--- src/rtl/nandBridgePkg.sv ---
package nandBridgePkg;

  typedef enum logic [2:0] {
    PH_IDLE,
    PH_SETUP,
    PH_PULSE,
    PH_HOLD,
    PH_RECOV,
    PH_RDRET
  } phase_e;

  typedef struct packed {
    logic start;
    logic pinsOn;
    logic driveData;
    logic weLow;
    logic reLow;
    logic sample;
    logic done;
  } seqStrobe_t;

  localparam int NUM_CS        = 2;
  localparam int STAT_RDY_BIT  = 0;
  localparam int STAT_DONE_BIT = 3;
  localparam int CTL_MODE_BIT  = 0;
  localparam int CTL_CSPOL_BIT = 4;
  localparam int CTL_SEPOL_BIT = 5;
  localparam int CTL_WPPOL_BIT = 6;
  localparam int CTL_RBPOL_BIT = 7;
  localparam int CTL_RBSEL_BIT = 8;
  localparam int CTL_CSSEL_BIT = 10;
  localparam int CTL_CE_BIT    = 20;

endpackage

--- src/rtl/nandSeqCtrl.sv ---
module nandSeqCtrl
  import nandBridgePkg::*;
#(
  parameter int CLK_MULT    = 4,
  parameter int SETUP_UNITS = 1,
  parameter int WR_UNITS    = 2,
  parameter int RD_UNITS    = 2,
  parameter int HOLD_UNITS  = 1,
  parameter int REC_UNITS   = 1
) (
  input  logic       clk,
  input  logic       rstN,
  input  logic       busReq,
  input  logic       busWe,
  input  logic       winHit,
  input  logic       accessOk,
  output logic       busReady,
  output seqStrobe_t stb
);

  localparam int SETUP_CYC = SETUP_UNITS * CLK_MULT;
  localparam int WR_CYC    = WR_UNITS * CLK_MULT;
  localparam int RD_CYC    = RD_UNITS * CLK_MULT;
  localparam int HOLD_CYC  = HOLD_UNITS * CLK_MULT;
  localparam int REC_CYC   = REC_UNITS * CLK_MULT;
  localparam int MAX_A     = (SETUP_CYC > HOLD_CYC) ? SETUP_CYC : HOLD_CYC;
  localparam int MAX_B     = (WR_CYC > RD_CYC) ? WR_CYC : RD_CYC;
  localparam int MAX_C     = (MAX_A > MAX_B) ? MAX_A : MAX_B;
  localparam int MAX_CYC   = (MAX_C > REC_CYC) ? MAX_C : REC_CYC;
  localparam int CNT_W     = $clog2(MAX_CYC + 1);

  phase_e           phase;
  logic [CNT_W-1:0] cnt;
  logic             isRead;
  logic             lastTick;
  logic             nandAccess;

  assign lastTick   = (cnt == '0);
  assign nandAccess = busReq && winHit && accessOk;

  always_ff @(posedge clk or negedge rstN) begin
    if (!rstN) begin
      phase  <= PH_IDLE;
      cnt    <= '0;
      isRead <= 1'b0;
    end else begin
      case (phase)
        PH_IDLE: begin
          if (nandAccess) begin
            phase  <= PH_SETUP;
            cnt    <= CNT_W'(SETUP_CYC - 1);
            isRead <= !busWe;
          end
        end
        PH_SETUP: begin
          if (lastTick) begin
            phase <= PH_PULSE;
            cnt   <= isRead ? CNT_W'(RD_CYC - 1) : CNT_W'(WR_CYC - 1);
          end else begin
            cnt <= cnt - 1'b1;
          end
        end
        PH_PULSE: begin
          if (lastTick) begin
            phase <= PH_HOLD;
            cnt   <= CNT_W'(HOLD_CYC - 1);
          end else begin
            cnt <= cnt - 1'b1;
          end
        end
        PH_HOLD: begin
          if (lastTick) begin
            phase <= PH_RECOV;
            cnt   <= CNT_W'(REC_CYC - 1);
          end else begin
            cnt <= cnt - 1'b1;
          end
        end
        PH_RECOV: begin
          if (lastTick) begin
            phase <= isRead ? PH_RDRET : PH_IDLE;
          end else begin
            cnt <= cnt - 1'b1;
          end
        end
        default: phase <= PH_IDLE;
      endcase
    end
  end

  always_comb begin
    stb           = '0;
    stb.start     = nandAccess && (phase == PH_IDLE);
    stb.pinsOn    = (phase == PH_SETUP) || (phase == PH_PULSE) || (phase == PH_HOLD);
    stb.driveData = stb.pinsOn && !isRead;
    stb.weLow     = (phase == PH_PULSE) && !isRead;
    stb.reLow     = (phase == PH_PULSE) && isRead;
    stb.sample    = (phase == PH_PULSE) && isRead && lastTick;
    stb.done      = (phase == PH_RECOV) && lastTick;
  end

  always_comb begin
    if (!winHit || !accessOk) busReady = 1'b1;
    else if (busWe)           busReady = (phase == PH_IDLE);
    else                      busReady = (phase == PH_RDRET);
  end

  // pulse-length checker counter
  logic [CNT_W:0] pulseSeen;
  always_ff @(posedge clk or negedge rstN) begin
    if (!rstN)                   pulseSeen <= '0;
    else if (phase == PH_PULSE)  pulseSeen <= pulseSeen + 1'b1;
    else                         pulseSeen <= '0;
  end


  accept_store_chk: assert property (@(posedge clk) disable iff (!rstN)
    (busReq && busReady && winHit && accessOk && busWe) |=> (phase == PH_SETUP));


  busy_stall_chk: assert property (@(posedge clk) disable iff (!rstN)
    ((phase != PH_IDLE) && (phase != PH_RDRET) && nandAccess) |-> !busReady);


  pulse_len_chk: assert property (@(posedge clk) disable iff (!rstN)
    $fell(phase == PH_PULSE) |-> (pulseSeen == (isRead ? (CNT_W+1)'(RD_CYC) : (CNT_W+1)'(WR_CYC))));

endmodule

--- src/rtl/nandPinDatapath.sv ---
module nandPinDatapath
  import nandBridgePkg::*;
#(
  parameter int ADDR_W = 9,
  parameter int DATA_W = 32,
  parameter int BYTE_W = 8
) (
  input  logic              clk,
  input  logic              rstN,
  input  logic              busReq,
  input  logic              busWe,
  input  logic [ADDR_W-1:0] busAddr,
  input  logic [DATA_W-1:0] busWdata,
  output logic [DATA_W-1:0] busRdata,
  input  seqStrobe_t        stb,
  output logic              winHit,
  output logic              accessOk,
  output logic              nandCle,
  output logic              nandAle,
  output logic [NUM_CS-1:0] nandCsPad,
  output logic              nandSparePad,
  output logic              nandWpPad,
  output logic              nandWeN,
  output logic              nandReN,
  output logic [BYTE_W-1:0] nandDataOut,
  output logic              nandDataOe,
  input  logic [BYTE_W-1:0] nandDataIn,
  input  logic [NUM_CS-1:0] nandRdy
);

  localparam int PIN_LO = 2;
  localparam int PIN_N  = 5;

  logic              regHit;
  logic [DATA_W-1:0] ctrlReg;
  logic [PIN_N-1:0]  pinPat;
  logic [BYTE_W-1:0] outByte;
  logic [BYTE_W-1:0] inByte;
  logic              doneBit;
  logic              rdyTrue;
  logic              csAct;
  logic [DATA_W-1:0] statusWord;
  logic              unusedAddrBits;

  assign regHit         = busAddr[ADDR_W-1];
  assign winHit         = !regHit;
  assign accessOk       = ctrlReg[CTL_MODE_BIT] && ctrlReg[CTL_CE_BIT];
  assign unusedAddrBits = ^{busAddr[1:0], busAddr[ADDR_W-2:PIN_LO+PIN_N]};

  always_ff @(posedge clk or negedge rstN) begin
    if (!rstN)                                    ctrlReg <= '0;
    else if (busReq && busWe && regHit && busAddr[2]) ctrlReg <= busWdata;
  end

  always_ff @(posedge clk or negedge rstN) begin
    if (!rstN) begin
      pinPat  <= '0;
      outByte <= '0;
    end else if (stb.start) begin
      pinPat  <= busAddr[PIN_LO+PIN_N-1:PIN_LO];
      outByte <= busWdata[BYTE_W-1:0];
    end
  end

  always_ff @(posedge clk or negedge rstN) begin
    if (!rstN)           inByte <= '0;
    else if (stb.sample) inByte <= nandDataIn;
  end

  always_ff @(posedge clk or negedge rstN) begin
    if (!rstN)          doneBit <= 1'b0;
    else if (stb.start) doneBit <= 1'b0;
    else if (stb.done)  doneBit <= 1'b1;
  end

  assign rdyTrue = nandRdy[ctrlReg[CTL_RBSEL_BIT]] ^ ctrlReg[CTL_RBPOL_BIT];

  always_comb begin
    statusWord                = '0;
    statusWord[STAT_RDY_BIT]  = rdyTrue;
    statusWord[STAT_DONE_BIT] = doneBit;
  end

  always_comb begin
    if (regHit)        busRdata = busAddr[2] ? ctrlReg : statusWord;
    else if (accessOk) busRdata = DATA_W'(inByte);
    else               busRdata = '0;
  end

  assign nandAle      = stb.pinsOn && pinPat[0];
  assign nandCle      = stb.pinsOn && pinPat[1];
  assign csAct        = stb.pinsOn && pinPat[2];
  assign nandSparePad = (stb.pinsOn && pinPat[3]) ^ ctrlReg[CTL_SEPOL_BIT];
  assign nandWpPad    = (stb.pinsOn && pinPat[4]) ^ ctrlReg[CTL_WPPOL_BIT];

  for (genvar i = 0; i < NUM_CS; i++) begin : g_csPad
    assign nandCsPad[i] = (csAct && (ctrlReg[CTL_CSSEL_BIT] == 1'(i))) ^ ctrlReg[CTL_CSPOL_BIT];
  end

  assign nandWeN     = !stb.weLow;
  assign nandReN     = !stb.reLow;
  assign nandDataOut = outByte;
  assign nandDataOe  = stb.driveData;


  strobe_excl_chk: assert property (@(posedge clk) disable iff (!rstN)
    !(!nandWeN && !nandReN));


  latch_setup_chk: assert property (@(posedge clk) disable iff (!rstN)
    ($fell(nandWeN) || $fell(nandReN)) |-> ($stable(nandCle) && $stable(nandAle)));


  done_low_chk: assert property (@(posedge clk) disable iff (!rstN)
    (!nandWeN || !nandReN) |-> !doneBit);


  data_drive_chk: assert property (@(posedge clk) disable iff (!rstN)
    !nandWeN |-> nandDataOe);

endmodule

--- src/rtl/nandPinBridge.sv ---
module nandPinBridge
  import nandBridgePkg::*;
#(
  parameter int ADDR_W   = 9,
  parameter int DATA_W   = 32,
  parameter int BYTE_W   = 8,
  parameter int CLK_MULT = 4
) (
  input  logic              clk,
  input  logic              rstN,
  input  logic              busReq,
  input  logic              busWe,
  input  logic [ADDR_W-1:0] busAddr,
  input  logic [DATA_W-1:0] busWdata,
  output logic [DATA_W-1:0] busRdata,
  output logic              busReady,
  output logic              nandCle,
  output logic              nandAle,
  output logic [1:0]        nandCsPad,
  output logic              nandSparePad,
  output logic              nandWpPad,
  output logic              nandWeN,
  output logic              nandReN,
  output logic [BYTE_W-1:0] nandDataOut,
  output logic              nandDataOe,
  input  logic [BYTE_W-1:0] nandDataIn,
  input  logic [1:0]        nandRdy
);

  seqStrobe_t stb;
  logic       winHit;
  logic       accessOk;

  nandSeqCtrl #(
    .CLK_MULT(CLK_MULT)
  ) ctrl_i (
    .clk     (clk),
    .rstN    (rstN),
    .busReq  (busReq),
    .busWe   (busWe),
    .winHit  (winHit),
    .accessOk(accessOk),
    .busReady(busReady),
    .stb     (stb)
  );

  nandPinDatapath #(
    .ADDR_W(ADDR_W),
    .DATA_W(DATA_W),
    .BYTE_W(BYTE_W)
  ) dp_i (
    .clk         (clk),
    .rstN        (rstN),
    .busReq      (busReq),
    .busWe       (busWe),
    .busAddr     (busAddr),
    .busWdata    (busWdata),
    .busRdata    (busRdata),
    .stb         (stb),
    .winHit      (winHit),
    .accessOk    (accessOk),
    .nandCle     (nandCle),
    .nandAle     (nandAle),
    .nandCsPad   (nandCsPad),
    .nandSparePad(nandSparePad),
    .nandWpPad   (nandWpPad),
    .nandWeN     (nandWeN),
    .nandReN     (nandReN),
    .nandDataOut (nandDataOut),
    .nandDataOe  (nandDataOe),
    .nandDataIn  (nandDataIn),
    .nandRdy     (nandRdy)
  );

endmodule

--- config.mk ---
export PLATFORM = sky130hd
export DESIGN_NAME = nandPinBridge
export DESIGN_NICKNAME = d
export VERILOG_FILES = /design/src/rtl/nandBridgePkg.sv /design/src/rtl/nandSeqCtrl.sv /design/src/rtl/nandPinDatapath.sv /design/src/rtl/nandPinBridge.sv
export SDC_FILE = /design/constraint.sdc
export NUM_CORES = 1
export LEC_CHECK = 0
export BUFFER_PORTS_ARGS = -buffer_cell sky130_fd_sc_hd__buf_2
export CAP_MARGIN = 5
export CORE_AREA = 4 4 81 98
export CTS_CLUSTER_SIZE = 30
export DETAILED_ROUTE_END_ITERATION = 12
export DIE_AREA = 0 0 85 102
export PLACE_DENSITY = 0.75
export SYNTH_ARGS = -nofsm -noshare
export SYNTH_HDL_FRONTEND = slang
export SYNTH_HIERARCHICAL = 1
export SYNTH_SLANG_ARGS = --single-unit
--- constraint.sdc ---
create_clock -name clk -period 1.9 [get_ports clk]
set_input_delay 0.57 -clock clk [delete_from_list [all_inputs] [get_ports clk]]
set_output_delay 0.57 -clock clk [all_outputs]
set_load 0.03 [all_outputs]
After elaboration in Yosys (flattened, before gate mapping) --
Index checks and enable logic that the tools add are counted.
Cells by class: mux-type cells 21, order comparisons 1, bitwise gates (word level) 6, equality and inequality tests 11, reductions and logical operators 36, $add $sub $neg 1
Operators by type and width (number):
- 2-to-1 mux 32 bit | 2
- logical AND 1 bit | 19
- 2-to-1 mux 3 bit | 6
- 2-to-1 mux 4 bit | 4
- one-hot mux 4 bit (4 select lines) | 1
- one-hot mux 3 bit (5 select lines) | 1
- != test 2 x 1 -> 1 bit, second input constant | 5
- 2-to-1 mux 8 bit | 1
- equality test 3 x 2 -> 1 bit, second input constant | 2
- equality test 3 bit, second input constant | 2
- logical NOT 1 bit | 6
- 2-to-1 mux 1 bit | 6
- AND reduction 5 bit | 1
- bitwise XOR 1 bit | 5
- logical NOT 4 bit | 1
- nonzero test 4 bit | 1
- subtractor 4 x 1 -> 4 bit, second input constant | 1
- equality test 3 x 1 -> 1 bit, second input constant | 1
- logical NOT 3 bit | 1
- logical OR 1 bit | 3
- AND reduction 3 bit | 1
- less-than comparator 1 x 2 -> 1 bit, second input constant | 1
- != test 2 bit, second input constant | 1
- AND reduction 2 bit | 1
- 3 further kinds | 3
Word-level totals: logic and storage cells 84, flip-flop bits (word level) 62, input bits 55

Depth between registers and ports, before layout --
word-level depth 6, mapped depth 7, gate-level depth less buffers 6

Cells and area by module --
The synthesis kept the hierarchy.
Modules (own cells, without submodules):
- nandPinDatapath | cells an instance 177, times used 1, area an instance 2526.2 um^2, seq. area each 1351.3 um^2
- nandSeqCtrl | cells an instance 75, times used 1, area an instance 611.8 um^2, seq. area each 200.2 um^2

Worst setup path before layout --
Ideal clock, no wire load.
path kind input port to output port, start point input port nandRdy[1], end point output port busRdata[0], arrival time 1589 ps, data required time 1330 ps, setup slack -259 ps, cell stages on the path 3, path through mux2i_1 > xor2_1 > o32ai_1
On the way: longest elaborated chain between the ends 5
Ends and longest elaborated chain:
- start, declared | line nandPinBridge.sv:27 | input logic [1:0] nandRdy
- 2-to-1 mux 1 bit (not written as such) (2 in series) | line nandPinDatapath.sv:76 | assign rdyTrue = nandRdy[ctrlReg[CTL_RBSEL_BIT]] ^ ctrlReg[CTL_RBPOL_BIT];
- bitwise XOR 1 bit | line nandPinDatapath.sv:76
- 2-to-1 mux 32 bit (2 in series) | line nandPinDatapath.sv:85 | if (regHit) busRdata = busAddr[2] ? ctrlReg : statusWord;
- end, declared | line nandPinBridge.sv:15 | output logic [DATA_W-1:0] busRdata,
Every way passes these cells. The select of a mux whose other input is x is not followed.

Worst setup path in the final report --
start point input port busAddr[8], end point output port busRdata[0]
On the way: longest elaborated chain between the ends 1
Ends and longest elaborated chain:
- start, declared | line nandPinBridge.sv:13 | input logic [ADDR_W-1:0] busAddr,
- 2-to-1 mux 32 bit | line nandPinDatapath.sv:85
Every way passes these cells.

==> impl_metrics.env <==
export IMPL_num_antenna_cells=0
export IMPL_grt_remaining_overflow=0
export IMPL_drt_initial_violations=86
export IMPL_crit_path_end_kind="output port"
export IMPL_initial_antenna_violation_count=0
export IMPL_synth_enable_flop_cells=0
export IMPL_detail_route_antenna_nets=0
export IMPL_max_clock_freq_ghz=0.4647
export IMPL_hold_viol_final=0
export IMPL_crit_path_start_kind="input pin"
export IMPL_dp_hpwl_mm=5.570
export IMPL_clock_sinks=62
export IMPL_post_synth_cell_area_avg_um2=12.45
export IMPL_postSynthNetCount=308
export IMPL_share_of_layout_cells_above_drive_strength_1_pct=64.43
export IMPL_worst_pin_slew_ns=0.3417
export IMPL_cts_buffers_inserted=9
export IMPL_finalClockSkew_ns=0.007987
export IMPL_reg2reg_depth=7
export IMPL_grt_setup_unrepaired="yes"
export IMPL_cts_tree="yes"
export IMPL_dr_pass1_iters=4
export IMPL_cts_hold_repair_buffers=0
export IMPL_grtUsageTotal_pct=18.43
export IMPL_fillers=548
export IMPL_via_count=2466
export IMPL_most_frequent_standard_cell_in_the_layout_excluding_fill_and_tap_cells="sky130_fd_sc_hd__buf_2"
export IMPL_design_final_nets=439
export IMPL_slew_viol_final=0
export IMPL_report_power_total_uw=5994
export IMPL_syn2layout_area_growth_pct=45.26
export IMPL_synth_top_cells_by_area="sky130_fd_sc_hd__dfrtp_1 49%, sky130_fd_sc_hd__mux2_4 14%, sky130_fd_sc_hd__mux2_2 8.3%"
export IMPL_most_instantiated_flip_flop_cell_in_the_synthesis_netlist="sky130_fd_sc_hd__dfrtp_1"
export IMPL_finalWorstSetupSlack_ns=-0.2520
export IMPL_yosys_area_top_type="sky130_fd_sc_hd__dfrtp_1"
export IMPL_setup_violations_final=15
export IMPL_worstSetupPathType="input pin to output port"
export IMPL_violations="setup timing"
export IMPL_power_density_cell_area_mw_per_mm2=1315
export IMPL_routed_wirelength_mm=8.067
export IMPL_yosysWarningCount=6
export IMPL_power_switching_fraction_pct=36.11
export IMPL_hp_class="input pin to asynchronous set/reset pin"
export IMPL_drv_cap=0
export IMPL_max_vdd_ir_drop_mv=0.8569
export IMPL_run_status="finished with violations"
export IMPL_p_switching_uw=2164
export IMPL_core_mm2=0.007104
export IMPL_seq_power_share_pct=34.8
export IMPL_max_slew_margin_rel_pct=77.22
export IMPL_p_int_uw=3829
export IMPL_num_io_pins=105
export IMPL_clock_power_share_pct=20.9
export IMPL_grt_start_max_net_pins=63
export IMPL_leakage_power_uw=0.002401
export IMPL_layout_worst_path_cycle_share_pct=113.3
export IMPL_worst_path_max_fanout=8
export IMPL_clockBufferDepth=2
export IMPL_route_detailed_wl_per_inst_um=16.88
export IMPL_crit_required_ns=1.33
export IMPL_place_gp_congestion=0.8539
export IMPL_worst_setup_hold_path_clk_slew_ns=0.06
export IMPL_netlist_cell_type_count=43
export IMPL_finalWorstPathRequiredPeriod_ns=2.152
export IMPL_number_of_buffer_cells_added_on_primary_ports=101
export IMPL_rows=34
export IMPL_drc=0
export IMPL_avgViaCountPerCell=5.159
export IMPL_cts_max_level=3
export IMPL_netlist_instances=252
export IMPL_floorplan_initialDensity_pct=44.17
export IMPL_seq_area_frac_synth_pct=49.44
export IMPL_worstPathArrival_ns=1.58
export IMPL_die_w_um=85
export IMPL_cell_at_the_root_of_the_clock_tree="sky130_fd_sc_hd__clkbuf_8"
export IMPL_synth_ff_latch_count=62
export IMPL_first_global_vias=2463
export IMPL_grt_pass1_wl_mm=12.30
export IMPL_comb_power_share_pct=44.3
export IMPL_post_synth_instance_area_mm2=0.003138
export IMPL_final_cell_mix="77 x sky130_fd_sc_hd__buf_2, 60 x sky130_fd_sc_hd__dfrtp_1, 30 x sky130_fd_sc_hd__mux2_4, 27 x sky130_fd_sc_hd__buf_4"
export IMPL_hold_worst_slack_ns=0.2351
export IMPL_synth_top_area_share_pct=49.44
export IMPL_clkLatencyLatePin_ns=0.33
export IMPL_synth_async_reset_ratio_pct=100.0
export IMPL_chipHeight_um=102
export IMPL_die_area_mm2=0.008670
## cell type report
class	instances	area (µm²)	share of cell area [%]
clock buffers	14	182.7	4.008
clock inverters	2	37.54	0.8235
inverters	8	30.03	0.6588
multi-input cells	165	1662	36.45
flip-flops and latches	62	1554	34.09
well taps	90	112.6	2.470
repair buffers	137	979.7	21.49
## cells in the mapped netlist (2+ instances only)
library cell	count
sky130_fd_sc_hd__clkbuf_1	7
sky130_fd_sc_hd__o21ai_0	4
sky130_fd_sc_hd__nor3_1	4
sky130_fd_sc_hd__nand3_1	6
sky130_fd_sc_hd__nor2_1	14
sky130_fd_sc_hd__inv_1	8
sky130_fd_sc_hd__mux2_4	30
sky130_fd_sc_hd__xnor2_1	5
sky130_fd_sc_hd__a22o_1	6
sky130_fd_sc_hd__buf_2	2
sky130_fd_sc_hd__and3_1	26
sky130_fd_sc_hd__xor2_1	2
sky130_fd_sc_hd__buf_4	3
sky130_fd_sc_hd__mux2i_1	3
sky130_fd_sc_hd__o211ai_1	3
sky130_fd_sc_hd__a21oi_1	4
sky130_fd_sc_hd__nand2_1	8
sky130_fd_sc_hd__buf_6	5
sky130_fd_sc_hd__and2_1	5
sky130_fd_sc_hd__mux2_2	23
sky130_fd_sc_hd__dfrtp_1	62
## registers in the layout, indices dropped and copies added (netlist names)
register          count
ctrl_i/cnt            4
ctrl_i/isRead         1
ctrl_i/phase          3
dp_i/ctrlReg         32
dp_i/doneBit          1
dp_i/inByte           8
dp_i/nandDataOut      8
dp_i/pinPat           5
## cell families after synthesis
group           count (synthesis)  share of synthesized area [%]
compound gates                 24                          5.543
xor+xnor                        7                          1.954
fa+ha+maj                       2                         0.7177
buf+inv                        25                          4.625
flops                          62                          49.44
mux                            56                          23.56
simple gates                   76                          14.16
## worst max-delay path: stages
cell,delay [ns]
sky130_fd_sc_hd__buf_2,0.13
sky130_fd_sc_hd__and2_2,0.28
sky130_fd_sc_hd__a31oi_1,0.27
sky130_fd_sc_hd__o32ai_2,0.14
sky130_fd_sc_hd__buf_4,0.19
## timing repair
action,CTS,global route
buffers inserted,5,6
setup endpoints to repair,23,41
pin swaps,7,11
gates cloned,0,0
gates resized for setup,45,46
## stage by stage
stage	setup WS (ns)	instance area [µm²]	util, %	TNS (ns)	std cells
2_1_floorplan	-0.01686	3208	-	-0.04269	252
3_3_place_gp	-0.1564	3939	55.44	-1.488	451
3_5_place_dp	-0.2193	3939	55.44	-2.244	451
4_1_cts	-0.2214	4353	61.27	-2.121	472
5_1_grt	-0.3310	4558	64.16	-3.748	478
6_report	-0.2520	4558	64.16	-2.549	478
## per-layer routing
layer	track usage (%)	wire, µm	vias up
met5	0	0	-
met2	31.40	4272	71
met4	9.257	166	0
met1	22.37	3284	1229
met3	3.468	344	13
li1	-	-	1153
## power groups by stage
| stage | sequential (µW) | clock [µW] | combinational (µW) |
|---|---|---|---|
| 3_5_place_dp | 2040 | 0 | 2140 |
| 2_1_floorplan | 2110 | 0 | 1470 |
| 4_1_cts | 2040 | 1280 | 2340 |
| 6_report | 2090 | 1250 | 2650 |
| 3_3_place_gp | 2010 | 0 | 2080 |
| 5_1_grt | 2140 | 1350 | 2840 |
## final timing paths
| check | startpoint | endpoint | slack [ns] |
|---|---|---|---|
| max | busAddr[8] | busRdata[0] | -0.25 |
| min | rstN | dp_i/ctrlReg[26]$_DFFE_PN0P_ | 0.24 |
| min reg2reg | dp_i/nandDataOut[5]$_DFFE_PN0P_ | dp_i/nandDataOut[5]$_DFFE_PN0P_ | 0.50 |
| max in group asynchronous | rstN | ctrl_i/phase[2]$_DFFE_PN0P_ | 1.35 |
| max reg2reg | ctrl_i/cnt[0]$_DFFE_PN0P_ | dp_i/inByte[5]$_DFFE_PN0P_ | 0.08 |
| min in group clk | nandDataIn[2] | dp_i/inByte[2]$_DFFE_PN0P_ | 0.47 |
Power figures use the tool's default switching activity.
